`config.mk`:
```
export PLATFORM = sky130hd
export DESIGN_NAME = dbg_own_regs
export DESIGN_NICKNAME = d
export VERILOG_FILES = /design/src/rtl/dbg_own_pkg.sv /design/src/rtl/dbg_req_detect.sv /design/src/rtl/dbg_sw_gate.sv /design/src/rtl/dbg_own_regs.sv
export SDC_FILE = /design/constraint.sdc
export NUM_CORES = 1
export LEC_CHECK = 0
export BUFFER_PORTS_ARGS = -buffer_cell sky130_fd_sc_hd__buf_2
export CELL_PAD_IN_SITES_DETAIL_PLACEMENT = 0
export CELL_PAD_IN_SITES_GLOBAL_PLACEMENT = 1
export CORE_ASPECT_RATIO = 0.8
export CORE_MARGIN = 1.5
export CORE_UTILIZATION = 47
export CTS_BUF_LIST = sky130_fd_sc_hd__clkbuf_8
export DETAILED_ROUTE_END_ITERATION = 8
export GPL_ROUTABILITY_DRIVEN = 0
export PLACE_DENSITY_LB_ADDON = 0.1
export SLEW_MARGIN = 5
export SYNTH_ARGS = -nofsm -noshare
export SYNTH_HDL_FRONTEND = slang
export SYNTH_SLANG_ARGS = --single-unit
```
`constraint.sdc`:
```
create_clock -name clk -period 4.8 [get_ports clk]
set_clock_uncertainty 0.15 [all_clocks]
set_input_delay 0.96 -clock clk [delete_from_list [all_inputs] [get_ports clk]]
set_output_delay 0.96 -clock clk [all_outputs]
set_load 0.005 [all_outputs]
```
`src/rtl/dbg_own_pkg.sv`:
```
package dbg_own_pkg;
    localparam int A_MODE = 0;
    localparam int A_OWN  = 1;
    localparam int A_STAT = 2;
    localparam int A_VAL0 = 3;
    localparam int RES_MODE = 0;
    localparam int RES_STAT = 1;
    localparam int RES_VAL0 = 2;
endpackage

```
`src/rtl/dbg_req_detect.sv`:
```
module dbg_req_detect (
    input  logic clk,
    input  logic rst_n,
    input  logic req_i,
    output logic rise_o
);
    typedef struct packed {
        logic s1;
        logic s2;
        logic prev;
    } sync_t;

    sync_t sync_d, sync_q;

    always_comb begin
        sync_d      = sync_q;
        sync_d.s1   = req_i;
        sync_d.s2   = sync_q.s1;
        sync_d.prev = sync_q.s2;
    end

    always_ff @(posedge clk or negedge rst_n) begin
        if (!rst_n) sync_q <= '0;
        else        sync_q <= sync_d;
    end

    assign rise_o = sync_q.s2 & ~sync_q.prev;

    // one level change gives exactly one pulse
    p_rise_single_r1: assert property (@(posedge clk) disable iff (!rst_n)
        rise_o |=> !rise_o);
endmodule

```
`src/rtl/dbg_sw_gate.sv`:
```
module dbg_sw_gate
    import dbg_own_pkg::*;
#(
    parameter int ADDR_W  = 4,
    parameter int NUM_VAL = 4,
    localparam int NUM_RES = RES_VAL0 + NUM_VAL,
    localparam int IDX_W   = $clog2(NUM_RES)
) (
    input  logic [ADDR_W-1:0]  addr_i,
    input  logic               ext_mode_i,
    input  logic [NUM_RES-1:0] own_i,
    output logic               wr_ok_o,
    output logic               rd_unsure_o
);
    logic             res_valid;
    logic [IDX_W-1:0] res_idx;

    always_comb begin
        res_valid = 1'b0;
        res_idx   = '0;
        if (addr_i == ADDR_W'(A_MODE)) begin
            res_valid = 1'b1;
            res_idx   = IDX_W'(RES_MODE);
        end else if (addr_i == ADDR_W'(A_STAT)) begin
            res_valid = 1'b1;
            res_idx   = IDX_W'(RES_STAT);
        end
        for (int k = 0; k < NUM_VAL; k++) begin
            if (addr_i == ADDR_W'(A_VAL0 + k)) begin
                res_valid = 1'b1;
                res_idx   = IDX_W'(RES_VAL0 + k);
            end
        end
    end

    assign wr_ok_o     = res_valid & (~ext_mode_i | own_i[res_idx]);
    assign rd_unsure_o = res_valid & ext_mode_i & ~own_i[res_idx]
                         & (addr_i != ADDR_W'(A_MODE));
endmodule

```
`src/rtl/dbg_own_regs.sv`:
```
module dbg_own_regs
    import dbg_own_pkg::*;
#(
    parameter int DATA_W  = 32,
    parameter int NUM_VAL = 4,
    parameter int ADDR_W  = 4
) (
    input  logic              clk,
    input  logic              rst_n,
    input  logic              dbg_req_i,
    input  logic              sw_we_i,
    input  logic [ADDR_W-1:0] sw_addr_i,
    input  logic [DATA_W-1:0] sw_wdata_i,
    output logic [DATA_W-1:0] sw_rdata_o,
    output logic              sw_rd_unsure_o,
    input  logic              hw_we_i,
    input  logic [ADDR_W-1:0] hw_addr_i,
    input  logic [DATA_W-1:0] hw_wdata_i,
    output logic [DATA_W-1:0] hw_rdata_o
);
    localparam int NUM_RES = RES_VAL0 + NUM_VAL;

    initial begin
        assert (A_VAL0 + NUM_VAL <= (1 << ADDR_W));
        assert (DATA_W >= NUM_RES);
    end

    typedef struct packed {
        logic                           int_mode;
        logic                           ext_mode;
        logic [NUM_RES-1:0]             own;
        logic                           stat;
        logic [NUM_VAL-1:0][DATA_W-1:0] val;
    } regs_t;

    regs_t regs_d, regs_q;
    logic  req_rise;
    logic  sw_ok;

    dbg_req_detect i_detect (
        .clk    (clk),
        .rst_n  (rst_n),
        .req_i  (dbg_req_i),
        .rise_o (req_rise)
    );

    dbg_sw_gate #(.ADDR_W(ADDR_W), .NUM_VAL(NUM_VAL)) i_gate (
        .addr_i      (sw_addr_i),
        .ext_mode_i  (regs_q.ext_mode),
        .own_i       (regs_q.own),
        .wr_ok_o     (sw_ok),
        .rd_unsure_o (sw_rd_unsure_o)
    );

    function automatic logic [DATA_W-1:0] rd_mux(input logic [ADDR_W-1:0] a,
                                                 input regs_t s);
        logic [DATA_W-1:0] r;
        r = '0;
        if (a == ADDR_W'(A_MODE)) begin
            r[0] = s.int_mode;
            r[1] = s.ext_mode;
        end else if (a == ADDR_W'(A_OWN)) begin
            r[NUM_RES-1:0] = s.own;
        end else if (a == ADDR_W'(A_STAT)) begin
            r[0] = s.stat;
        end
        for (int k = 0; k < NUM_VAL; k++)
            if (a == ADDR_W'(A_VAL0 + k)) r = s.val[k];
        return r;
    endfunction

    logic hw_hit_stat, sw_clr, hw_clr;

    always_comb begin
        regs_d = regs_q;
        // mode: the debug port takes precedence over software
        if (hw_we_i && hw_addr_i == ADDR_W'(A_MODE)) begin
            regs_d.int_mode = hw_wdata_i[0];
            regs_d.ext_mode = hw_wdata_i[1];
        end else if (sw_we_i && sw_ok && sw_addr_i == ADDR_W'(A_MODE)) begin
            regs_d.int_mode = sw_wdata_i[0];
        end
        // ownership mask is written from the debug port only
        if (hw_we_i && hw_addr_i == ADDR_W'(A_OWN))
            regs_d.own = hw_wdata_i[NUM_RES-1:0];
        // status flag: write-one-to-clear, a new edge wins
        hw_hit_stat = hw_we_i && hw_addr_i == ADDR_W'(A_STAT);
        hw_clr      = hw_hit_stat && hw_wdata_i[0];
        sw_clr      = sw_we_i && sw_ok && !hw_hit_stat
                      && sw_addr_i == ADDR_W'(A_STAT) && sw_wdata_i[0];
        regs_d.stat = (regs_q.stat & ~(hw_clr | sw_clr))
                      | (req_rise & (regs_q.int_mode | regs_q.ext_mode));
        for (int k = 0; k < NUM_VAL; k++) begin
            if (hw_we_i && hw_addr_i == ADDR_W'(A_VAL0 + k))
                regs_d.val[k] = hw_wdata_i;
            else if (sw_we_i && sw_ok && sw_addr_i == ADDR_W'(A_VAL0 + k))
                regs_d.val[k] = sw_wdata_i;
        end
    end

    always_ff @(posedge clk or negedge rst_n) begin
        if (!rst_n) regs_q <= '0;
        else        regs_q <= regs_d;
    end

    assign sw_rdata_o = rd_mux(sw_addr_i, regs_q);
    assign hw_rdata_o = rd_mux(hw_addr_i, regs_q);

    // the flag only rises while one of the enables was set
    p_rec_gate_r2: assert property (@(posedge clk) disable iff (!rst_n)
        $rose(regs_q.stat) |-> $past(regs_q.int_mode | regs_q.ext_mode));
    // an edge in the same cycle as a clear leaves the flag set
    p_evt_wins_r3: assert property (@(posedge clk) disable iff (!rst_n)
        (req_rise && (regs_q.int_mode || regs_q.ext_mode)) |=> regs_q.stat);
    // an unowned value register does not move on a software write
    p_sw_blocked_r5: assert property (@(posedge clk) disable iff (!rst_n)
        (sw_we_i && sw_addr_i == ADDR_W'(A_VAL0) && regs_q.ext_mode
         && !regs_q.own[RES_VAL0]
         && !(hw_we_i && hw_addr_i == ADDR_W'(A_VAL0)))
        |=> $stable(regs_q.val[0]));
    // the mask changes only through the debug port
    p_own_hw_only_r6: assert property (@(posedge clk) disable iff (!rst_n)
        !(hw_we_i && hw_addr_i == ADDR_W'(A_OWN)) |=> $stable(regs_q.own));
    // on a collision the debug port's data lands
    p_hw_wins_r9: assert property (@(posedge clk) disable iff (!rst_n)
        (hw_we_i && sw_we_i && hw_addr_i == sw_addr_i
         && hw_addr_i == ADDR_W'(A_VAL0))
        |=> regs_q.val[0] == $past(hw_wdata_i));
endmodule

```
* Word level (Yosys, flattened, before mapping)
Cells that the tools add are included.
** Storage, ports and cells
- Bits in registers :: 140
- Bits of input ports :: 77
- Output and inout bits :: 65
- Word-level logic and storage cells :: 107
** Operators by class
- $lt $le $gt $ge :: 1
- Equality and inequality tests :: 12
- Multiplexer cells :: 42
- Bitwise gates (word level) :: 15
- Reductions and logical operators :: 26
** Operator list (number)
- 2-to-1 mux 32 bit :: 16
- equality test 4 x 3 -> 1 bit (second input constant) :: 6
- logical AND 1 bit :: 17
- equality test 4 x 2 -> 1 bit (second input constant) :: 4
- 2-to-1 mux 3 bit :: 5
- 2-to-1 mux 1 bit :: 14
- 2-to-1 mux 5 bit :: 2
- nonzero test 2 bit :: 5
- equality test 4 x 1 -> 1 bit (second input constant) :: 2
- zero test 4 bit :: 2
- 2-to-1 mux 4 bit :: 2
- bitwise AND 1 bit :: 7
- less-than comparator 3 x 4 -> 1 bit (second input constant) :: 1
- 2-to-1 mux 2 bit :: 2
- inverter 1 bit :: 4
- OR 1 bit :: 4
- nonzero test 4 bit :: 1
- binary-select mux 1 bit (select 3 bit) :: 1
- zero test 1 bit :: 1

* Longest topological paths before layout
Gate-level depths: netlist of the first run.
- Depth in word-level cells :: 19
- Gate-level depth with buffers :: 9
- Mapped depth without buffers :: 5

* Cells and area by module
Synthesis of the first run repeated with hierarchy kept, for this count alone.
** Second synthesis, totals
- Cells, all modules :: 974
- Area total of the unflattened synthesis :: 8594.5 sq um
** Modules (own cells, without submodules)
- dbg_own_regs :: instances 1, cells each 950, area an instance 8341.8 sq um, sequential area each 3428.3 sq um
- dbg_sw_gate :: instances 1, cells each 20, area an instance 163.9 sq um, sequential area each 0.0 sq um
- dbg_req_detect :: instances 1, cells each 4, area an instance 88.8 sq um, sequential area each 75.1 sq um

* Worst setup path after synthesis of the first run
OpenSTA, ideal clock, no wires.
- Path type :: input-to-output
- Start point :: input port sw_addr_i[1]
- End point :: output port sw_rdata_o[22]
- Data arrival time :: 2.298 ns
- Required time :: 3.690 ns
- Slack :: 1.392 ns
- Stages on the path :: 8
- Path buffers :: 5
- Path through :: buf_2 -> buf_2 -> and3_1 -> clkbuf_2 -> buf_2 -> buf_2 -> a22oi_1 -> a21oi_1
** Between the ends
- Cells in the longest elaborated chain, start to end :: 5
- Elaborated cells on any way between the ends :: 8
** RTL lines
- start: declaration :: line dbg_own_regs.sv:12 : input logic [ADDR_W-1:0] sw_addr_i,
- equality test 4 x 2 -> 1 bit :: line dbg_own_regs.sv:68 : if (a == ADDR_W'(A_VAL0 + k)) r = s.val[k];
- 2-to-1 mux 32 bit (3 in series) :: line dbg_own_regs.sv:68
- 2-to-1 mux 32 bit * :: line dbg_own_regs.sv:68
- end: declaration :: line dbg_own_regs.sv:14 : output logic [DATA_W-1:0] sw_rdata_o,
Every way passes the cells marked *; elsewhere a longest branch is shown, timed or not.

* Worst setup path after layout of the first run
- Start point :: input port sw_addr_i[1]
- End point :: output port sw_rdata_o[24]
Same word-level chain as after synthesis.

==> results.py, run 1 <==
metrics = {
    "cts": {
        "cts.sinks": 140,
        "postCtsHoldBufs": 0,
        "clk_latency_ns": 0.45,
        "cts_buffers": 17,
        "root_buffer": "clkbuf_8",
        "cts_tree": "built",
        "htree_levels": 4,
        "cts.path.max_buffers": 2,
        "clk_pin_slew_ns": 0.08,
        "cts_resized": 0,
        "cts_setup_buffers": 0,
    },
    "grt": {
        "met1_usage_pct": 51.0,
        "grt_use_met3_pct": 9.19,
        "grt_pass1_wl_um": 49800,
        "grt_pass1_vias": 8402,
        "use_met2_pct": 48.9,
        "busiest_layer": "met1",
        "antenna_found_initial": 4,
        "grt_max_degree": 98,
        "grt.total_usage_pct": 34.2,
        "overflow": 0,
    },
    "worst_setup_path": {
        "cpMostUsedCell": "buf_2",
        "cp.depth": 7,
        "cp_top_family": "buffers and inverters",
        "critPathCapture": "sw_rdata_o[24]",
        "crit_buf_inv": 3,
        "startpoint_type": "primary input",
        "cp_slowest_stage_delay_ns": 0.53,
        "cp.arrival_ns": 2.83,
        "rr_worst_depth": 6,
        "ff2ff_setup_slack_ns": 2.55,
        "criticalPathCategory": "in -> out",
        "cp-startpoint": "sw_addr_i[1]",
        "cp_slowest_cell": "nand2_1",
        "crit_chain": "buf_2 -> nor2b_1 -> nand2_1 -> buf_4 -> o22ai_1 -> a21oi_1 -> buf_2",
        "crit_required_ns": 3.69,
        "crit_fanout": 19,
        "timing.rr.end": "regs_q[6]",
        "crit_path_end_kind": "output pin",
        "rr_startpoint": "regs_q[133]",
    },
    "final_layout": {
        "final-seq-area_mm2": 0.00350,
        "drive_gt1_share_pct": 19.3,
        "final_util_pct": 56.0,
        "final_nets": 1219,
        "fillerInstances": 1715,
        "fin_cells": 1382,
        "fin_area_mm2": 0.00985,
        "multiInputGateArea_mm2": 0.00457,
        "syn_to_final_growth_pct": 15.0,
    },
    "sta": {
        "worstMarginPinSlew_ns": 0.945,
        "slew_violations": 0,
        "fin_crit_sh_pct": 82.0,
        "tns_ns": 0,
        "rsz0062_at_grt": "false",
        "slew_headroom_pct": 37.0,
        "setup_viol": 0,
        "fmax_ghz": 0.254,
        "layout_min_cycle_time_ns": 3.94,
        "hold_violations": 0,
    },
    "floorplanning": {
        "initial_core_util_pct": 48.7,
        "dieHeight_um": 124,
        "io_pins": 142,
        "fp.dieW_um": 154,
        "design.die.area_mm2": 0.0191,
        "core_region_area_mm2": 0.0176,
        "rows": 43,
    },
    "synth": {
        "synth_top_area_cell": "dfrtp_1",
        "ys_warn_count": 0,
        "synthTopCellsByArea": "dfrtp_1 (41%), nor2_1 (7.4%), nand2_1 (6.8%), a21oi_1 (6.8%), a41oi_1 (6.5%)",
        "synth_top_area_share_pct": 40.9,
        "synth_edf_count": 0,
        "synth_cells": 1065,
        "synth_top_family_by_area": "compound AO/OA/AOI/OAI gates",
        "syn_area_mm2": 0.00857,
        "ys_ff_latch": 140,
        "synth_simple_gate_area_share_pct": 17.5,
        "synthAdderAreaFrac_pct": 0,
        "synth_compound_area_share_pct": 33.2,
        "synth_xor_area_share_pct": 0.102,
        "synthFlopType": "dfrtp_1",
        "syn_nets": 1142,
        "synth_cell_types": 54,
        "postSynthAreaPerCell_um2": 8.04,
        "synth_async_sr_flop_share_pct": 100,
        "yosysSeqAreaShare_pct": 40.9,
        "muxShareOfSynthArea_pct": 2.02,
    },
    "power_and_ir_drop": {
        "finalPower_mw": 3.83,
        "power.density_mw_per_mm2": 389,
        "p_leak_nw": 4.20,
        "ir_worst_vdd_uv": 183,
    },
    "job": {
        "cap_violations": 0,
    },
    "place": {
        "place_hpwl_um": 19400,
        "dpl-instance-area_mm2": 0.00935,
        "port_buffers": 141,
        "dp_cells": 1348,
    },
    "route": {
        "ant_nets": 0,
        "wl_per_cell_um": 23.0,
        "finalWirelength_um": 31800,
        "first_iter_violations": 1248,
        "dr.pass1.iters": 8,
        "vias_per_cell": 6.66,
        "vias": 9204,
        "drc_errors": 0,
    },
    "hold_path": {
        "hold_class": "reg -> reg",
    },
    "status": {
        "status": "completed",
    },
}
-- logic make-up (layout without fill, tap and decap cells) --
logic type	Yosys count	in the layout
AND/OR/NAND/NOR	365	365
buffers and inverters	116	206
AO/OA/AOI/OAI	428	428
XOR/XNOR	1	1
flip-flops	140	140
multiplexers	15	15
other	0	2
-- routing by layer --
| layer | share of wire (%) | vias up | wire length, um |
|---|---|---|---|
| met1 | 45 | 4439 | 14300 |
| met5 | 0.082 | - | 26 |
| met3 | 12 | 41 | 3680 |
| met2 | 42 | 592 | 13400 |
| met4 | 1.3 | 4 | 408 |
| li1 | - | 4128 | - |
-- registers in the layout (all words and copies together), names as in the netlist --
name / flops
i_detect.sync_d: 2
i_detect.sync_q: 1
regs_q: 137
-- metrics by stage --
stage,setup WS [ns],hold WS [ns]
finish,0.862,0.205
global route,0.726,0.222
CTS,0.895,0.209
detailed placement,0.900,0.191
global placement,0.983,0.188
floorplan,1.39,0.181
-- Yosys cell counts, types with 4 or more instances --
cell type / count
a31oi_1: 65
and2_1: 4
o22ai_1: 26
a22oi_1: 32
a222oi_1: 29
a221oi_1: 7
nor2_1: 169
clkbuf_2: 6
o21ai_0: 68
mux2_2: 8
o2bb2ai_1: 4
mux2i_1: 6
clkbuf_1: 69
buf_2: 30
dfrtp_1: 140
a41oi_1: 64
a21oi_1: 116
buf_6: 6
nor2b_1: 6
nand3_1: 4
and3_1: 5
nand2_1: 155
-- power by group --
part           total [mW]  switching (mW)  internal, mW
registers            1.80           0.307          1.49
clock network        1.22           0.486         0.732
logic               0.814           0.480         0.334
total                3.83            1.27          2.56
-- worst min-delay path by stage --
stage                       startpoint                  to  slack (ns)  depth (start not counted)
floorplan           i_detect.sync_d[1]  i_detect.sync_d[0]        0.18                          0
global placement    i_detect.sync_d[1]  i_detect.sync_d[0]        0.19                          0
detailed placement  i_detect.sync_d[1]  i_detect.sync_d[0]        0.19                          0
CTS                 i_detect.sync_d[1]  i_detect.sync_d[0]        0.21                          0
global route        i_detect.sync_d[1]  i_detect.sync_d[0]        0.22                          0
finish              i_detect.sync_d[1]  i_detect.sync_d[0]        0.21                          0
-- layout by cell type, fill, tap and decap left out, types with 3 or more instances in the layout --
cell,netlist,final
nor3_1,3,3
bufinv_16,0,7
and3_1,5,4
o2bb2ai_1,4,4
o21ai_0,68,68
nand3b_1,3,3
a21oi_1,116,116
mux2_2,8,8
buf_4,3,28
nand2_1,155,153
buf_12,0,3
clkbuf_8,0,18
dfrtp_1,140,140
a211oi_4,2,3
nor2_1,169,169
a31oi_1,65,65
a22oi_1,32,32
o22ai_1,26,26
a41oi_1,64,64
inv_1,2,5
a222oi_1,29,29
a221oi_1,7,7
nand3_1,4,4
buf_2,30,140
and2_1,4,4
mux2i_1,6,6
nor2b_1,6,6
-- cell type report --
cell class                 instances  share of cell area (%)
timing repair buffer             172                    9.97
antenna                            2                  0.0508
clock inverter                    14                    2.54
clock buffer                      18                    2.51
multi-input combinational        809                    46.4
sequential                       140                    35.6
inverter                           2                  0.0762
tap                              225                    2.86
No activity file was read; power rests on OpenSTA's default activity.
==> run 2: changes to the inputs <==
- CORE_UTILIZATION: 47 -> 43
- clock period: 4.8 -> 3.9 ns (I/O delays scaled with it)
==> results.py, run 2 (same netlist as run 1, synthesis figures left out) <==
metrics = {
    "floorplanning": {
        "core_region_area_mm2": 0.0193,
        "rows": 45,
        "design.die.area_mm2": 0.0208,
        "initial_core_util_pct": 44.5,
        "fp.dieW_um": 161,
        "io_pins": 142,
        "dieHeight_um": 129,
    },
    "final_layout": {
        "layout_common_cells": "nor2_1 (169), nand2_1 (153), dfrtp_1 (140), buf_2 (140), a21oi_1 (116)",
        "fin_area_mm2": 0.00989,
        "final_util_pct": 51.4,
        "drive_gt1_share_pct": 19.8,
        "final_common_cell": "nor2_1",
        "regMostFlops": "regs_q",
        "final_nets": 1227,
        "syn_to_final_growth_pct": 15.4,
        "largest_reg_flops": 137,
    },
    "worst_setup_path": {
        "rr_worst_depth": 6,
        "cp-startpoint": "sw_addr_i[3]",
        "rr_startpoint": "regs_q[134]",
        "ff2ff_setup_slack_ns": 1.68,
        "criticalPathCategory": "in -> out",
        "cp.arrival_ns": 2.49,
        "timing.rr.end": "regs_q[3]",
        "crit_fanout": 34,
        "startpoint_type": "primary input",
        "crit_required_ns": 2.97,
        "critPathCapture": "sw_rdata_o[24]",
        "crit_path_end_kind": "output pin",
    },
    "grt": {
        "grt_max_degree": 75,
        "overflow": 0,
        "grt_pass1_vias": 8456,
        "antenna_found_initial": 1,
        "grt.total_usage_pct": 31.5,
        "grt_pass1_wl_um": 50400,
    },
    "cts": {
        "cts_buffers": 17,
        "cts.sinks": 140,
        "postCtsHoldBufs": 0,
        "htree_levels": 4,
        "cts.path.max_buffers": 2,
        "root_buffer": "clkbuf_8",
        "cts_setup_buffers": 0,
        "clk_latency_ns": 0.44,
        "cts_resized": 0,
        "clk_pin_slew_ns": 0.07,
        "cts_tree": "built",
    },
    "route": {
        "wl_met3_um": 3670,
        "met1Wirelength_um": 14700,
        "dr.pass1.iters": 5,
        "top_layer": "met4",
        "vias_per_cell": 6.39,
        "drc_errors": 0,
        "first_iter_violations": 1146,
        "wl_per_cell_um": 23.0,
        "ant_nets": 0,
        "vias": 9074,
        "dr_wl_met2_um": 14000,
        "finalWirelength_um": 32600,
    },
    "power_and_ir_drop": {
        "power.density_mw_per_mm2": 448,
        "ir_worst_vdd_uv": 186,
        "p_leak_nw": 4.22,
    },
    "sta": {
        "worst_hold_slack_ns": 0.202,
        "rsz0062_at_grt": "false",
        "tns_ns": 0,
        "fin_crit_sh_pct": 87.8,
        "setup_viol": 0,
        "slew_headroom_pct": 50.1,
        "worstMarginPinSlew_ns": 0.749,
        "layout_min_cycle_time_ns": 3.42,
        "slew_violations": 0,
        "hold_violations": 0,
        "fmax_ghz": 0.292,
    },
    "place": {
        "port_buffers": 141,
        "dpl-instance-area_mm2": 0.00950,
        "place_hpwl_um": 20300,
    },
    "job": {
        "cap_violations": 0,
    },
    "status": {
        "status": "completed",
    },
    "hold_path": {
        "hold_class": "reg -> reg",
    },
}
run 2: worst min-delay path by stage:
stage	startpoint	end	slack, ns	depth (start not counted)
after floorplan	i_detect.sync_d[1]	i_detect.sync_d[0]	0.18	0
after global placement	i_detect.sync_d[1]	i_detect.sync_d[0]	0.18	0
after detailed placement	i_detect.sync_d[1]	i_detect.sync_d[0]	0.19	0
after CTS	i_detect.sync_d[1]	i_detect.sync_d[0]	0.20	0
after global routing	i_detect.sync_d[1]	i_detect.sync_d[0]	0.21	0
final	i_detect.sync_d[1]	i_detect.sync_d[0]	0.20	0
run 2: metal layers:
layer | vias to the layer above | track usage (%)
met5 | - | 0
met4 | 0 | 5.17
met3 | 26 | 8.90
met2 | 536 | 47.3
met1 | 4361 | 45.9
li1 | 4151 | -
run 2: final cells by class:
cell class,count,area (um^2)
Fill cell,1927,9370
Multi-Input combinational cell,809,4570
Sequential cell,140,3500
Timing Repair Buffer,180,1090
Tap cell,258,323
Clock buffer,21,289
Clock inverter,10,98.8
Inverter,2,7.51
Antenna cell,1,2.50
run 2: where the power goes:
part | internal [mW] | switching, mW
combinational | 0.420 | 0.590
clock | 0.622 | 0.574
sequential | 1.84 | 0.385
run 2: critical path, stage by stage:
cell and delay [ns]:
buf_2 0.17, nor2_1 0.26, and3_2 0.48, buf_12 0.28, a22oi_1 0.14, a21oi_1 0.21, buf_2 0.14
run 2: stage by stage:
step	power, mW	cells	setup WS, ns
2_1_floorplan	2.76	1065	0.852
3_3_place_gp	3.22	1389	0.590
3_5_place_dp	3.23	1389	0.547
4_1_cts	4.41	1420	0.534
5_1_grt	4.66	1420	0.414
6_report	4.43	1421	0.475
==> run 3: changes to the inputs <==
- REMOVE_ABC_BUFFERS: unset -> 1
==> results.py, run 3 (same netlist as run 1, synthesis figures left out) <==
metrics = {
    "route": {
        "drc_errors": 0,
        "finalWirelength_um": 32600,
        "vias": 9145,
        "wl_per_cell_um": 22.7,
        "vias_per_cell": 6.37,
        "dr.pass1.iters": 8,
        "ant_nets": 0,
        "first_iter_violations": 1163,
    },
    "grt": {
        "grt_pass1_vias": 8454,
        "overflow": 0,
        "grt.total_usage_pct": 31.5,
        "grt_max_degree": 65,
        "antenna_found_initial": 2,
        "grt_pass1_wl_um": 50300,
    },
    "floorplanning": {
        "io_pins": 142,
        "fp.dieW_um": 161,
        "rows": 45,
        "core_region_area_mm2": 0.0193,
        "initial_core_util_pct": 44.5,
        "dieHeight_um": 129,
        "design.die.area_mm2": 0.0208,
    },
    "cts": {
        "cts.sinks": 140,
        "cts_tree": "built",
        "postCtsHoldBufs": 0,
        "cts.path.max_buffers": 2,
        "htree_levels": 4,
        "cts_buffers": 17,
        "cts_resized": 0,
        "root_buffer": "clkbuf_8",
        "clk_latency_ns": 0.47,
        "clk_pin_slew_ns": 0.09,
        "cts_setup_buffers": 0,
    },
    "final_layout": {
        "regMostFlops": "regs_q",
        "layout_common_cells": "nor2_1 (169), nand2_1 (153), dfrtp_1 (140), buf_2 (140), a21oi_1 (116)",
        "fin_area_mm2": 0.0101,
        "drive_gt1_share_pct": 20.9,
        "largest_reg_flops": 137,
        "multiInputGateArea_mm2": 0.00457,
        "final_common_cell": "nor2_1",
        "fillerInstances": 1917,
        "final-seq-area_mm2": 0.00350,
        "syn_to_final_growth_pct": 17.6,
        "final_nets": 1241,
    },
    "worst_setup_path": {
        "crit_chain": "buf_2 -> nor2b_1 -> and2_1 -> nor2_1 -> a221oi_1 -> nor2_1 -> buf_2",
        "crit_fanout": 17,
        "cp_slowest_stage_delay_ns": 0.41,
        "cp_slowest_cell": "a221oi_1",
        "cp.arrival_ns": 2.60,
        "crit_required_ns": 2.97,
        "criticalPathCategory": "in -> out",
        "startpoint_type": "primary input",
        "crit_path_end_kind": "output pin",
        "crit_buf_inv": 2,
        "cp_top_family": "simple AND/OR/NAND/NOR gates",
    },
    "power_and_ir_drop": {
        "p_clk_share_pct": 32.2,
        "finalPower_mw": 4.70,
        "power.density_mw_per_mm2": 466,
        "p_int_mw": 3.18,
        "pwr-share-comb_pct": 21.5,
        "ir_worst_vdd_uv": 245,
        "switchingPower_mw": 1.52,
        "p_sw_share_pct": 32.4,
        "pwr-share-seq_pct": 46.2,
        "p_leak_nw": 4.31,
    },
    "place": {
        "port_buffers": 141,
        "dpl-instance-area_mm2": 0.00957,
        "place_hpwl_um": 20500,
    },
    "status": {
        "status": "completed",
    },
    "hold_path": {
        "hold_class": "in -> async",
    },
    "sta": {
        "fin_crit_sh_pct": 90.4,
        "hold_violations": 0,
        "fmax_ghz": 0.284,
        "layout_min_cycle_time_ns": 3.53,
        "slew_violations": 0,
        "rsz0062_at_grt": "false",
        "slew_headroom_pct": 41.3,
        "setup_viol": 0,
        "worstMarginPinSlew_ns": 0.877,
    },
    "job": {
        "cap_violations": 0,
    },
}
## run 3: changes by cell type in the layout (fill, tap and decap cells not counted), sizes merged
cell / previous run / this run
clkbuf: 21 / 19
clkinv: 4 / 2
bufinv: 2 / 7
inv: 5 / 3
clkinvlp: 1 / 2
buf: 180 / 194
diode: 1 / 2
## run 3: metal layers
| layer | vias to the layer above | global-route usage, % | part of all wire [%] |
|---|---|---|---|
| li1 | 4176 | - | - |
| met1 | 4435 | 45.5 | 44 |
| met2 | 493 | 49.1 | 45 |
| met3 | 41 | 6.11 | 9.7 |
| met4 | 0 | 7.30 | 1.3 |
| met5 | - | 0 | 0 |
## run 3: worst paths after layout
check,to,from,cells past startpoint,slack (ns)
worst max-delay path,sw_rdata_o[3],sw_addr_i[0],7,0.37
worst min-delay path,regs_q[99],rst_n,1,0.10
worst max register to register,regs_q[4],regs_q[133],6,1.63
worst min register to register,i_detect.sync_d[0],i_detect.sync_d[1],0,0.20
max in group asynchronous,regs_q[33],rst_n,2,2.66
min in group clk,i_detect.sync_d[0],i_detect.sync_d[1],0,0.20
## run 3: power groups by stage
stage / sequential [mW] / clock [mW] / combinational [mW]
after floorplan: 2.08 / 0 / 0.616
after CTS: 2.16 / 1.52 / 1.01
final: 2.17 / 1.51 / 1.01
after global routing: 2.22 / 1.58 / 1.12
after global placement: 2.19 / 0 / 0.989
after detailed placement: 2.19 / 0 / 1.00
## run 3: final cells by class
class                      instances  share of cell area (%)
antenna                            2                  0.0497
clock buffer                      19                    2.60
clock inverter                    12                    2.41
inverter                           2                  0.0745
multi-input combinational        809                    45.4
sequential                       140                    34.8
tap                              258                    3.20
timing repair buffer             194                    11.5
## run 3: per-stage QoR
step / setup WS (ns) / hold WS, ns / utilization [%] / TNS, ns / std cells
floorplan: -1.57 / 0.181 / - / -164.57 / 951
global placement: 0.492 / 0.182 / 49.7 / 0 / 1403
finish: 0.374 / 0.104 / 52.3 / 0 / 1436
global route: 0.190 / 0.147 / 52.3 / 0 / 1434
CTS: 0.424 / 0.125 / 52.3 / 0 / 1434
detailed placement: 0.440 / 0.186 / 49.7 / 0 / 1403
